$ cat config.mk
export PLATFORM = sky130hd
export DESIGN_NAME = intc_top
export DESIGN_NICKNAME = d
export VERILOG_FILES = /design/src/rtl/intc_pkg.sv /design/src/rtl/intc_regs.sv /design/src/rtl/intc_ctrl.sv /design/src/rtl/intc_top.sv
export SDC_FILE = /design/constraint.sdc
export NUM_CORES = 1
export LEC_CHECK = 0
export BUFFER_PORTS_ARGS = -buffer_cell sky130_fd_sc_hd__buf_2
export CORE_MARGIN = 5
export CORE_UTILIZATION = 49
export CTS_BUF_LIST = sky130_fd_sc_hd__clkbuf_4 sky130_fd_sc_hd__clkbuf_8
export CTS_CLUSTER_SIZE = 8
export DETAILED_ROUTE_END_ITERATION = 10
export PLACE_DENSITY = 0.86
export SKIP_LAST_GASP = 1
export SYNTH_ARGS = -nofsm -noshare
export SYNTH_HDL_FRONTEND = slang
export SYNTH_SLANG_ARGS = --single-unit
$ cat constraint.sdc
create_clock -name clk -period 4.5 [get_ports clk]
set_input_delay 0.9 -clock clk [delete_from_list [all_inputs] [get_ports clk]]
set_output_delay 0.9 -clock clk [all_outputs]
set_load 0.05 [all_outputs]
$ cat src/rtl/intc_pkg.sv
package intc_pkg;
  localparam int NUM_SRC = 3;
  localparam int REG_W   = 8;

  typedef struct packed {
    logic               wrEn;
    logic [NUM_SRC-1:0] setMask;
    logic [NUM_SRC-1:0] clrMask;
    logic               clrGie;
  } ctlStrb_t;
endpackage

$ cat src/rtl/intc_regs.sv
module intc_regs
  import intc_pkg::*;
#(
  parameter int NSRC = NUM_SRC,
  parameter int RW   = REG_W
) (
  input  logic            clk,
  input  logic            rstN,
  input  ctlStrb_t        strb,
  input  logic [RW-1:0]   wrData,
  output logic            gie,
  output logic [NSRC-1:0] enMask,
  output logic [NSRC-1:0] flagMask,
  output logic [RW-1:0]   rdData
);
  localparam int EN_LO = 1;
  localparam int FL_LO = EN_LO + NSRC;
  localparam int USED  = FL_LO + NSRC;

  logic [NSRC-1:0] flagBase;

  always_comb begin
    flagBase = strb.wrEn ? wrData[FL_LO +: NSRC] : flagMask;
    flagBase = flagBase & ~strb.clrMask;
  end

  always_ff @(posedge clk) begin
    if (!rstN) begin
      gie      <= 1'b0;
      enMask   <= '0;
      flagMask <= '0;
    end else begin
      if (strb.clrGie)    gie <= 1'b0;
      else if (strb.wrEn) gie <= wrData[0];
      if (strb.wrEn) enMask <= wrData[EN_LO +: NSRC];
      // hardware set applied last: wins over clear and write
      flagMask <= flagBase | strb.setMask;
    end
  end

  always_comb begin
    rdData = '0;
    rdData[0] = gie;
    rdData[EN_LO +: NSRC] = enMask;
    rdData[FL_LO +: NSRC] = flagMask;
  end

  // a set bit requested by hardware is present one cycle later
  a_r4_set_wins: assert property (@(posedge clk) disable iff (!rstN)
    strb.setMask[0] |=> flagMask[0]);
  // bits above the layout never read as 1
  a_r1_upper_zero: assert property (@(posedge clk) disable iff (!rstN)
    rdData[RW-1:USED] == '0);
endmodule

$ cat src/rtl/intc_ctrl.sv
module intc_ctrl
  import intc_pkg::*;
#(
  parameter int NSRC     = NUM_SRC,
  parameter int VW       = REG_W,
  parameter int VEC_BASE = 4,
  parameter int VEC_STEP = 4
) (
  input  logic            clk,
  input  logic            rstN,
  input  logic [NSRC-1:0] reqRaw,
  input  logic            phaseStb,
  input  logic            regWe,
  input  logic            intAck,
  input  logic            gie,
  input  logic [NSRC-1:0] enMask,
  input  logic [NSRC-1:0] flagMask,
  output ctlStrb_t        strb,
  output logic            intReq,
  output logic            ackPulse,
  output logic [VW-1:0]   vecOut
);
  localparam int IDX_W = $clog2(NSRC);

  logic [NSRC-1:0] pendMask;
  logic [NSRC-1:0] liveMask;
  logic [IDX_W-1:0] selIdx;
  logic            accept;

  assign liveMask = flagMask & enMask;
  assign intReq   = gie && (|liveMask);
  assign accept   = intAck && intReq;

  always_comb begin
    selIdx = '0;
    for (int i = NSRC - 1; i >= 0; i--)
      if (liveMask[i]) selIdx = IDX_W'(i);
  end

  always_comb begin
    strb         = '0;
    strb.wrEn    = regWe;
    strb.setMask = phaseStb ? (pendMask | reqRaw) : '0;
    if (accept) begin
      strb.clrMask[selIdx] = 1'b1;
      strb.clrGie          = 1'b1;
    end
  end

  always_ff @(posedge clk) begin
    if (!rstN) begin
      pendMask <= '0;
      ackPulse <= 1'b0;
      vecOut   <= '0;
    end else begin
      pendMask <= phaseStb ? '0 : (pendMask | reqRaw);
      ackPulse <= accept;
      if (accept) vecOut <= VW'(VEC_BASE + VEC_STEP * int'(selIdx));
    end
  end

  // request only with master enable
  a_r5_req_needs_gie: assert property (@(posedge clk) disable iff (!rstN)
    intReq |-> gie);
  // acceptance drops the master enable
  a_r7_gie_cleared: assert property (@(posedge clk) disable iff (!rstN)
    (intAck && intReq) |=> !gie);
  // acknowledge is a single cycle
  a_r7_pulse_single: assert property (@(posedge clk) disable iff (!rstN)
    ackPulse |=> !ackPulse);
  // no pulse without a pending request
  a_r8_no_spurious: assert property (@(posedge clk) disable iff (!rstN)
    !(intAck && intReq) |=> !ackPulse);
  // a flag appears only after a strobe or a write
  a_r2_flag_source: assert property (@(posedge clk) disable iff (!rstN)
    (!phaseStb && !regWe && !flagMask[0]) |=> !flagMask[0]);
  // vector always one of the source slots
  a_r6_vec_range: assert property (@(posedge clk) disable iff (!rstN)
    ackPulse |-> (vecOut == VW'(VEC_BASE) || vecOut == VW'(VEC_BASE + VEC_STEP)
                  || vecOut == VW'(VEC_BASE + 2 * VEC_STEP)));
endmodule

$ cat src/rtl/intc_top.sv
module intc_top
  import intc_pkg::*;
(
  input  logic         clk,
  input  logic         rstN,
  input  logic         regWe,
  input  logic [7:0]   regWdata,
  output logic [7:0]   regRdata,
  input  logic [2:0]   reqRaw,
  input  logic         phaseStb,
  input  logic         intAck,
  output logic         intReq,
  output logic         ackPulse,
  output logic [7:0]   vecOut
);
  ctlStrb_t           strb;
  logic               gie;
  logic [NUM_SRC-1:0] enMask;
  logic [NUM_SRC-1:0] flagMask;

  intc_ctrl u_ctrl (
    .clk(clk), .rstN(rstN), .reqRaw(reqRaw), .phaseStb(phaseStb),
    .regWe(regWe), .intAck(intAck), .gie(gie), .enMask(enMask),
    .flagMask(flagMask), .strb(strb), .intReq(intReq),
    .ackPulse(ackPulse), .vecOut(vecOut)
  );

  intc_regs u_regs (
    .clk(clk), .rstN(rstN), .strb(strb), .wrData(regWdata),
    .gie(gie), .enMask(enMask), .flagMask(flagMask), .rdData(regRdata)
  );
endmodule

Word-level counts from Yosys, hierarchy flattened
Index checks and enable logic that the tools add are counted.
- bits in registers: 19
- input bits: 16
- output and inout bits: 18
- word-level logic and storage cells: 29
- add/subtract/negate cells: 1
- order comparisons: 2
- multiplexer cells: 8
- bitwise operators: 6
- reduce and logical (&&, ||, !) cells: 6
- operator list (kind ; count):
    AND 3 bit ; 2
    2-to-1 mux 2 bit ; 3
    2-to-1 mux 3 bit ; 2
    OR 3 bit ; 2
    adder 3 x 4 -> 5 bit (first input constant) ; 1
    2-to-1 mux 4 bit ; 1
    OR reduction 2 bit ; 2
    logical AND 1 bit ; 3
    < comparator 2 x 3 -> 1 bit (second input constant) ; 1
    NOT 3 bit ; 1
    OR reduction 3 bit ; 1
    demux 1 bit (select 2 bit) ; 1
    greater-or-equal comparator 2 x 1 -> 1 bit (second input constant) ; 1
    2-to-1 mux 1 bit ; 1
    NOT 1 bit ; 1

Depth between registers and ports, before layout
Gate-level depths: netlist (run 1).
- word-level depth: 12
- mapped depth: 7
- gate-level depth less buffers: 7

Cells and area by module
A second synthesis (run 1) with hierarchy kept.
- cell total of the unflattened synthesis: 79
- area total of the unflattened synthesis: 703.2 um^2
- by module, submodules not included (module ; instances ; cells each ; area an instance (um^2) ; seq. area each (um^2)):
    intc_regs ; 1 ; 37 ; 361.6 ; 140.1
    intc_ctrl ; 1 ; 42 ; 341.6 ; 140.1

Worst setup path after synthesis (run 1)
No wires, ideal clock.
- kind: register -> output
- start point: register u_regs.flagMask[0]
- end point: output port intReq
- arrival: 1620 ps
- data required time: 3600 ps
- slack: 1980 ps
- stages on the path, launching flop included: 3
- path buffers: 0
- cells stage by stage: dfxtp_1 a222oi_1 and2b_2
- longest elaborated chain between the ends: 3
- RTL lines (item ; RTL line ; source):
    start, declared ; intc_regs.sv:13 ; output logic [NSRC-1:0] flagMask,
    start signal, assigned ; intc_regs.sv:37 ; flagMask <= flagBase | strb.setMask;
    AND 3 bit ; intc_ctrl.sv:30 ; assign liveMask = flagMask & enMask;
    OR reduction 3 bit ; intc_ctrl.sv:31 ; assign intReq = gie && (|liveMask);
    logical AND 1 bit ; intc_ctrl.sv:31 ;
    end, declared ; intc_top.sv:12 ; output logic intReq,
Every way passes these cells.

Final worst setup path (run 1)
Same ends and word-level chain as after synthesis.

==> results of run 1 <==
## kinds of logic (layout without fill, tap and decap cells)
family / count (synthesis) / in the layout / share of synthesized area
other: 1 / 6 / 0.00545
DFF: 14 / 14 / 0.407
buffers and inverters: 11 / 33 / 0.0982
muxes: 7 / 7 / 0.107
and+or+nand+nor: 24 / 24 / 0.169
adders and majority gates: 4 / 4 / 0.0727
AOI/OAI and AO/OA: 17 / 17 / 0.140
## cells in the final DEF, fill, tap and decap left out
master / instances
sky130_fd_sc_hd__buf_2: 26
sky130_fd_sc_hd__dfxtp_1: 14
sky130_fd_sc_hd__nor2_1: 10
sky130_fd_sc_hd__o21ai_0: 8
sky130_fd_sc_hd__a21oi_1: 7
sky130_fd_sc_hd__conb_1: 6
sky130_fd_sc_hd__nand2_1: 4
sky130_fd_sc_hd__mux2i_1: 4
sky130_fd_sc_hd__ha_1: 4
sky130_fd_sc_hd__nand3_1: 3
sky130_fd_sc_hd__mux2_2: 3
sky130_fd_sc_hd__clkbuf_4: 3
sky130_fd_sc_hd__inv_1: 2
sky130_fd_sc_hd__nor3_1: 2
sky130_fd_sc_hd__or3b_2: 2
sky130_fd_sc_hd__nand4_1: 1
sky130_fd_sc_hd__a222oi_1: 1
sky130_fd_sc_hd__and2b_2: 1
sky130_fd_sc_hd__o221a_2: 1
sky130_fd_sc_hd__clkinv_1: 1
sky130_fd_sc_hd__nand2b_1: 1
sky130_fd_sc_hd__clkbuf_8: 1
## final cells by class
type | instances | area [um2] | share of cell area
Tap cell | 15 | 18.8 | 0.0225
Timing Repair Buffer | 26 | 130 | 0.156
Multi-Input combinational cell | 58 | 359 | 0.430
Clock buffer | 4 | 36.3 | 0.0434
Sequential cell | 14 | 280 | 0.335
Inverter | 3 | 11.3 | 0.0135
## metal layers
| metal | up-vias | GRT usage | wire [um] |
|---|---|---|---|
| li1 | 308 | - | - |
| met1 | 260 | 0.165 | 636 |
| met2 | 27 | 0.214 | 639 |
| met3 | 0 | 0.0338 | 127 |
| met4 | 0 | 0.0331 | 0 |
| met5 | - | 0 | 0 |
## synth_stat cells (all sizes together)
cell type / instances / area share
nand4: 1 / 0.0091
dfxtp: 14 / 0.41
ha: 4 / 0.073
o21ai: 8 / 0.058
or3b: 2 / 0.025
inv: 2 / 0.011
buf: 7 / 0.076
conb: 1 / 0.0054
mux2i: 4 / 0.058
o221a: 1 / 0.016
clkinv: 1 / 0.0054
nand2: 4 / 0.022
nor3: 2 / 0.015
clkbuf: 1 / 0.0054
nand3: 3 / 0.022
nand2b: 1 / 0.0091
nor2: 10 / 0.055
a222oi: 1 / 0.015
mux2: 3 / 0.049
a21oi: 7 / 0.051
and2b: 1 / 0.013
## flip-flops by register name, summed over array words and instances, names as in the netlist
| register | count |
|---|---|
| u_ctrl.ackPulse | 1 |
| u_ctrl.vecOut | 3 |
| u_regs.gie | 1 |
| u_regs.enMask | 3 |
| u_regs.flagMask | 3 |
| u_ctrl.pendMask | 3 |
## how the worst max path moves through the flow
stage,slack (ns),cells after the start,end,from
after floorplan,1.98,2,intReq,u_regs.flagMask[0]
after global placement,1.91,3,intReq,u_regs.flagMask[0]
after detailed placement,1.85,3,intReq,u_regs.flagMask[0]
after CTS,1.55,3,intReq,u_regs.flagMask[0]
after global routing,1.40,3,intReq,u_regs.flagMask[0]
final,1.55,3,intReq,u_regs.flagMask[0]
## power breakdown
group          internal, mW  switching, mW  leakage [nW]
logic                0.0162         0.0429         0.272
clock network        0.0491         0.0383        0.0210
registers             0.130        0.00584         0.115
## per-stage QoR
step | instance area, um2 | std cells
floorplan | 707 | 83
global placement | 800 | 116
detailed placement | 800 | 116
CTS | 836 | 120
global route | 836 | 120
finish | 836 | 120
## critical path: stages (launching register included)
cell and delay [ns]:
sky130_fd_sc_hd__dfxtp_1 0.36, sky130_fd_sc_hd__a222oi_1 0.93, sky130_fd_sc_hd__and2b_2 0.30, sky130_fd_sc_hd__buf_2 0.20
==> qor.txt, run 1 <==
=====================================================================================
Result of the run                                                        finished clean
Antenna violations before repair                                                    0
Hold_buf cts                                                                        0
Clock latency on the worst-skew pair                                          0.27 ns
Launch point of the worst reg-to-reg path                                u_regs.flagMask[0]
Reg2reg end                                                              u_regs.flagMask[0]
Via count normalized by instance count                                           4.96
Global route total overflow                                                         0
Setup TNS                                                                        0 ns
Final hold violation count                                                          0
Unrepaired setup endpoints after global routing                                    no
Average wire per standard cell                                                11.7 um
Global placer's final weighted congestion                                       0.801
Count of different cell masters after synthesis                                    21
Ant diodes                                                                          0
TritonCTS Buffers                                                                   3
Clock Sinks                                                                        14
Overall via count from detail_route                                               595
Class of the tightest hold or removal check                                reg -> reg
Worst-case headroom to the max-slew limit                                       0.307
Tmin final                                                                    2.95 ns
Maximum clock insertion buffer count                                                2
Slew at the pin closest to its max-slew limit                                 1.04 ns
Power Dens Cells                                                           338 nW/um2
Netlist area before placement                                                 688 um2
Number of global-route vias before repair                                         518
Count of routing violations after the opening detailed-route iteration              8
Worst-path clk slew                                                           0.08 ns
DRC Markers                                                                         0
Clock tree from TritonCTS                                                       built
Input/output buffers                                                               26
Syn Inst Count                                                                     78
Site row count                                                                     13
Worst vdd rail ir drop                                                       0.172 mV
Endpoint kind of the worst setup timing path                             primary output
Synthesized area divided by synthesized cell count                           8.82 um2
Worst Setup Path Type                                                      reg -> out
Total global routing track utilization                                          0.129
Number of nets in the finished design                                             126
Remaining antenna violation count                                                   0
Count of pins on the block boundary                                                34
Setup Slack @ Placement                                                       1.85 ns
Worst EP arrival                                                              2.05 ns
H-tree levels                                                                       1
Clock Tree Root                                                          sky130_fd_sc_hd__clkbuf_4
Number of failing setup endpoints in the final timing report                        0
Global-route wire length before repair                                        2050 um
Final clock period utilization by the worst path                                0.656
Highest achievable clock rate                                                 339 MHz
CP max FO                                                                          10
Number of max-capacitance violations reported                                       0
Worst Hold Endpoint                                                      u_ctrl.pendMask[1]
Overall power                                                                0.282 mW
Setup crit start kind                                                       flip-flop
Synthesis warning total                                                             0
Drt total wl                                                                  1400 um
Final Core Density                                                              0.634
Critical hold path startpoint                                            u_ctrl.pendMask[1]
Drt pass-1 iters                                                                    5
FF+latch count, synth                                                              14
Final count of pins violating max slew                                              0
Pin count of the biggest net entering global routing                               11
Initial core utilization                                                        0.522
Hpwl dp                                                                       1140 um
Post-CTS setup buffers                                                              0
Core area                                                                    1320 um2
Worst clock skew on the final layout                                       0.00749 ns
Filler cell count                                                                 122
Die footprint                                                                2250 um2
Height of the chip                                                            47.5 um
WHS Path Cells                                                                      2
R2R Setup Slk                                                                 2.69 ns
Hold Slack                                                                   0.464 ns
Leakage power total                                                          0.408 nW
Setup ws final                                                                1.55 ns
Sequential element share of the synthesized area                                0.407
X dimension of the die                                                        47.5 um
Post-cts sizing count                                                               0
Fraction of layout instances using a drive strength above 1                     0.352
Synth-to-Final Area Change                                                      21.5%
Required time worst endpoint                                                  3.60 ns
Depth of the most critical reg-to-reg path                                          3
=====================================================================================
Power figures use the tool's default switching activity.
==> run 2: changes to the inputs <==
- ABC_AREA: not set -> 1
- CORE_UTILIZATION: 49 -> 46
- PLACE_DENSITY: 0.86 -> 0.81
- clock period: 4.5 -> 2.85 ns (I/O delays scaled with it)
==> run 2 against run 1 <==
  * Global-route usage shrank 0.48 points
  * Combinational power rose by 65%
  * Area after synthesis increased by 3.1%
==> qor.txt, run 2 <==
==========================================================================================
Result of the run                                                             finished clean
Unrepaired setup endpoints after global routing                                         no
Most frequently used flop master after synthesis                              sky130_fd_sc_hd__dfxtp_1
Synthesis warning total                                                                  0
Post-CTS setup buffers                                                                   0
Ant diodes                                                                               0
Global routing usage on met2                                                         0.219
Most common cell after layout, fill and taps aside                            sky130_fd_sc_hd__buf_2
Highest achievable clock rate                                                      542 MHz
Global route total overflow                                                              0
Worst Setup Path Type                                                           reg -> out
Setup Slack @ Placement                                                            1.33 ns
Cell type with the largest total area after synthesis                         sky130_fd_sc_hd__dfxtp_1
Count of routing violations after the opening detailed-route iteration                   5
Most Used Layer, Global Route                                                         met2
CP max FO                                                                                5
Worst clock skew on the final layout                                            0.00625 ns
Final count of pins violating max slew                                                   0
Clock Tree Root                                                               sky130_fd_sc_hd__clkbuf_4
Die footprint                                                                     2430 um2
Setup crit start kind                                                            flip-flop
Overall power                                                                     0.454 mW
Filler cell count                                                                      151
Most area-consuming cells after synthesis                                     sky130_fd_sc_hd__dfxtp_1 40%, sky130_fd_sc_hd__nand2_1 11%, sky130_fd_sc_hd__buf_4 7.4%
Number of failing setup endpoints in the final timing report                             0
DRC Markers                                                                              0
Most instantiated library cell after synthesis                                sky130_fd_sc_hd__nand2_1
Tmin final                                                                         1.84 ns
Share of synthesized cell area in full adder, half adder and majority cells         0.0705
Global placer's final weighted congestion                                            0.731
Total global routing track utilization                                               0.124
Drt pass-1 iters                                                                         4
Standard cell area after detailed placement                                        826 um2
Final clock period utilization by the worst path                                     0.647
Sequential element share of the synthesized area                                     0.395
Worst vdd rail ir drop                                                            0.272 mV
Worst-path clk slew                                                                0.09 ns
Hpwl dp                                                                            1170 um
Site row count                                                                          14
Drt total wl                                                                       1420 um
Setup TNS                                                                             0 ns
Worst EP arrival                                                                   1.27 ns
Met1 Use GR                                                                          0.122
Count of different cell masters after synthesis                                         19
Synth Area in Compound Gates                                                         0.115
Simple-Gate Fraction of Synth Area                                                   0.291
Class of the tightest hold or removal check                                     reg -> reg
Synthesized area divided by synthesized cell count                                7.80 um2
Final Core Density                                                                   0.579
Clock Sinks                                                                             14
Cell area after layout                                                             862 um2
Syn Inst Count                                                                          91
Clock tree from TritonCTS                                                            built
H-tree levels                                                                            1
Remaining antenna violation count                                                        0
Hold_buf cts                                                                             0
Post-synthesis async set-or-reset flop share                                             0
Core area                                                                         1490 um2
Met3 track demand over resource                                                     0.0550
Number of global-route vias before repair                                              618
Synth-to-Final Area Change                                                           21.5%
Count of pins on the block boundary                                                     34
Global-route wire length before repair                                             2390 um
TritonCTS Buffers                                                                        3
Average wire per standard cell                                                     10.5 um
Input/output buffers                                                                    26
Clock latency on the worst-skew pair                                               0.29 ns
Maximum clock insertion buffer count                                                     2
Overall via count from detail_route                                                    649
Power Dens Cells                                                                527 nW/um2
Dominant combinational cell family by area after synthesis                    simple AND/OR/NAND/NOR gates
Xor and xnor fraction of the mapped netlist area                                         0
Area fraction of the dominant cell type after synthesis                              0.395
Leakage power total                                                               0.460 nW
Initial core utilization                                                             0.476
Setup ws final                                                                     1.01 ns
Final hold violation count                                                               0
Endpoint kind of the worst setup timing path                                  primary output
Post-cts sizing count                                                                    0
FF+latch count, synth                                                                   14
X dimension of the die                                                             49.3 um
Synth top cells by count                                                      20 x sky130_fd_sc_hd__nand2_1, 14 x sky130_fd_sc_hd__dfxtp_1, 9 x sky130_fd_sc_hd__nor2_1
Fraction of layout instances using a drive strength above 1                          0.370
Mux share of post-synthesis cell area                                                    0
Height of the chip                                                                 49.3 um
Required time worst endpoint                                                       2.28 ns
Number of max-capacitance violations reported                                            0
Antenna violations before repair                                                         0
Netlist area before placement                                                      709 um2
Number of nets in the finished design                                                  140
Most frequent cells in the layout                                             26 x sky130_fd_sc_hd__buf_2, 20 x sky130_fd_sc_hd__nand2_1, 14 x sky130_fd_sc_hd__dfxtp_1
Number of enable flip-flop cells after synthesis                                         0
Pin count of the biggest net entering global routing                                     9
Via count normalized by instance count                                                4.81
==========================================================================================
[run 2: critical path, stage by stage, from the launching register on]
cell and delay (ns):
sky130_fd_sc_hd__dfxtp_1 0.41, sky130_fd_sc_hd__nand2_2 0.08, sky130_fd_sc_hd__nand3_2 0.11, sky130_fd_sc_hd__nand2_2 0.06
sky130_fd_sc_hd__clkinv_2 0.06, sky130_fd_sc_hd__buf_2 0.26
[run 2: logic make-up after synthesis]
group,Yosys count
adders and majority gates,4
buffers and inverters,16
AOI/OAI and AO/OA,14
and+or+nand+nor,42
DFF,14
other,1
[run 2: worst paths after layout]
path                            from            endpoint  slack [ns]  cells after the start
setup / recovery  u_regs.flagMask[0]              intReq        1.01                      5
hold / removal      u_ctrl.vecOut[3]    u_ctrl.vecOut[3]        0.47                      2
setup reg to reg  u_regs.flagMask[1]  u_regs.flagMask[2]        1.39                      7
hold reg to reg     u_ctrl.vecOut[3]    u_ctrl.vecOut[3]        0.47                      2
[run 2: layer usage]
| metal | vias to the layer above | share of wire | wire [um] |
|---|---|---|---|
| met5 | - | 0 | 0 |
| met4 | 0 | 0.018 | 25 |
| met3 | 4 | 0.090 | 128 |
| met2 | 18 | 0.51 | 730 |
| met1 | 292 | 0.38 | 538 |
| li1 | 335 | - | - |
[run 2: through the flow]
| step | hold WS (ns) | instances |
|---|---|---|
| floorplan | 0.452 | 96 |
| global placement | 0.439 | 131 |
| detailed placement | 0.448 | 131 |
| CTS | 0.470 | 135 |
| global route | 0.495 | 135 |
| finish | 0.466 | 135 |
[run 2: layout make-up]
type,count,area (um2),share of cell area
multi-input cells,66,360,0.418
flip-flops and latches,14,280,0.325
repair buffers,26,130,0.151
clock buffers,4,36.3,0.0421
inverters,9,35.0,0.0406
well taps,16,20.0,0.0232
[run 2: report_power, final]
part           switching, mW  total (mW)  leakage (nW)  internal (mW)
Clock                 0.0657       0.144        0.0210         0.0779
Sequential           0.00811       0.213         0.115          0.205
Combinational         0.0734      0.0977         0.324         0.0243
Total                  0.147       0.454         0.460          0.307
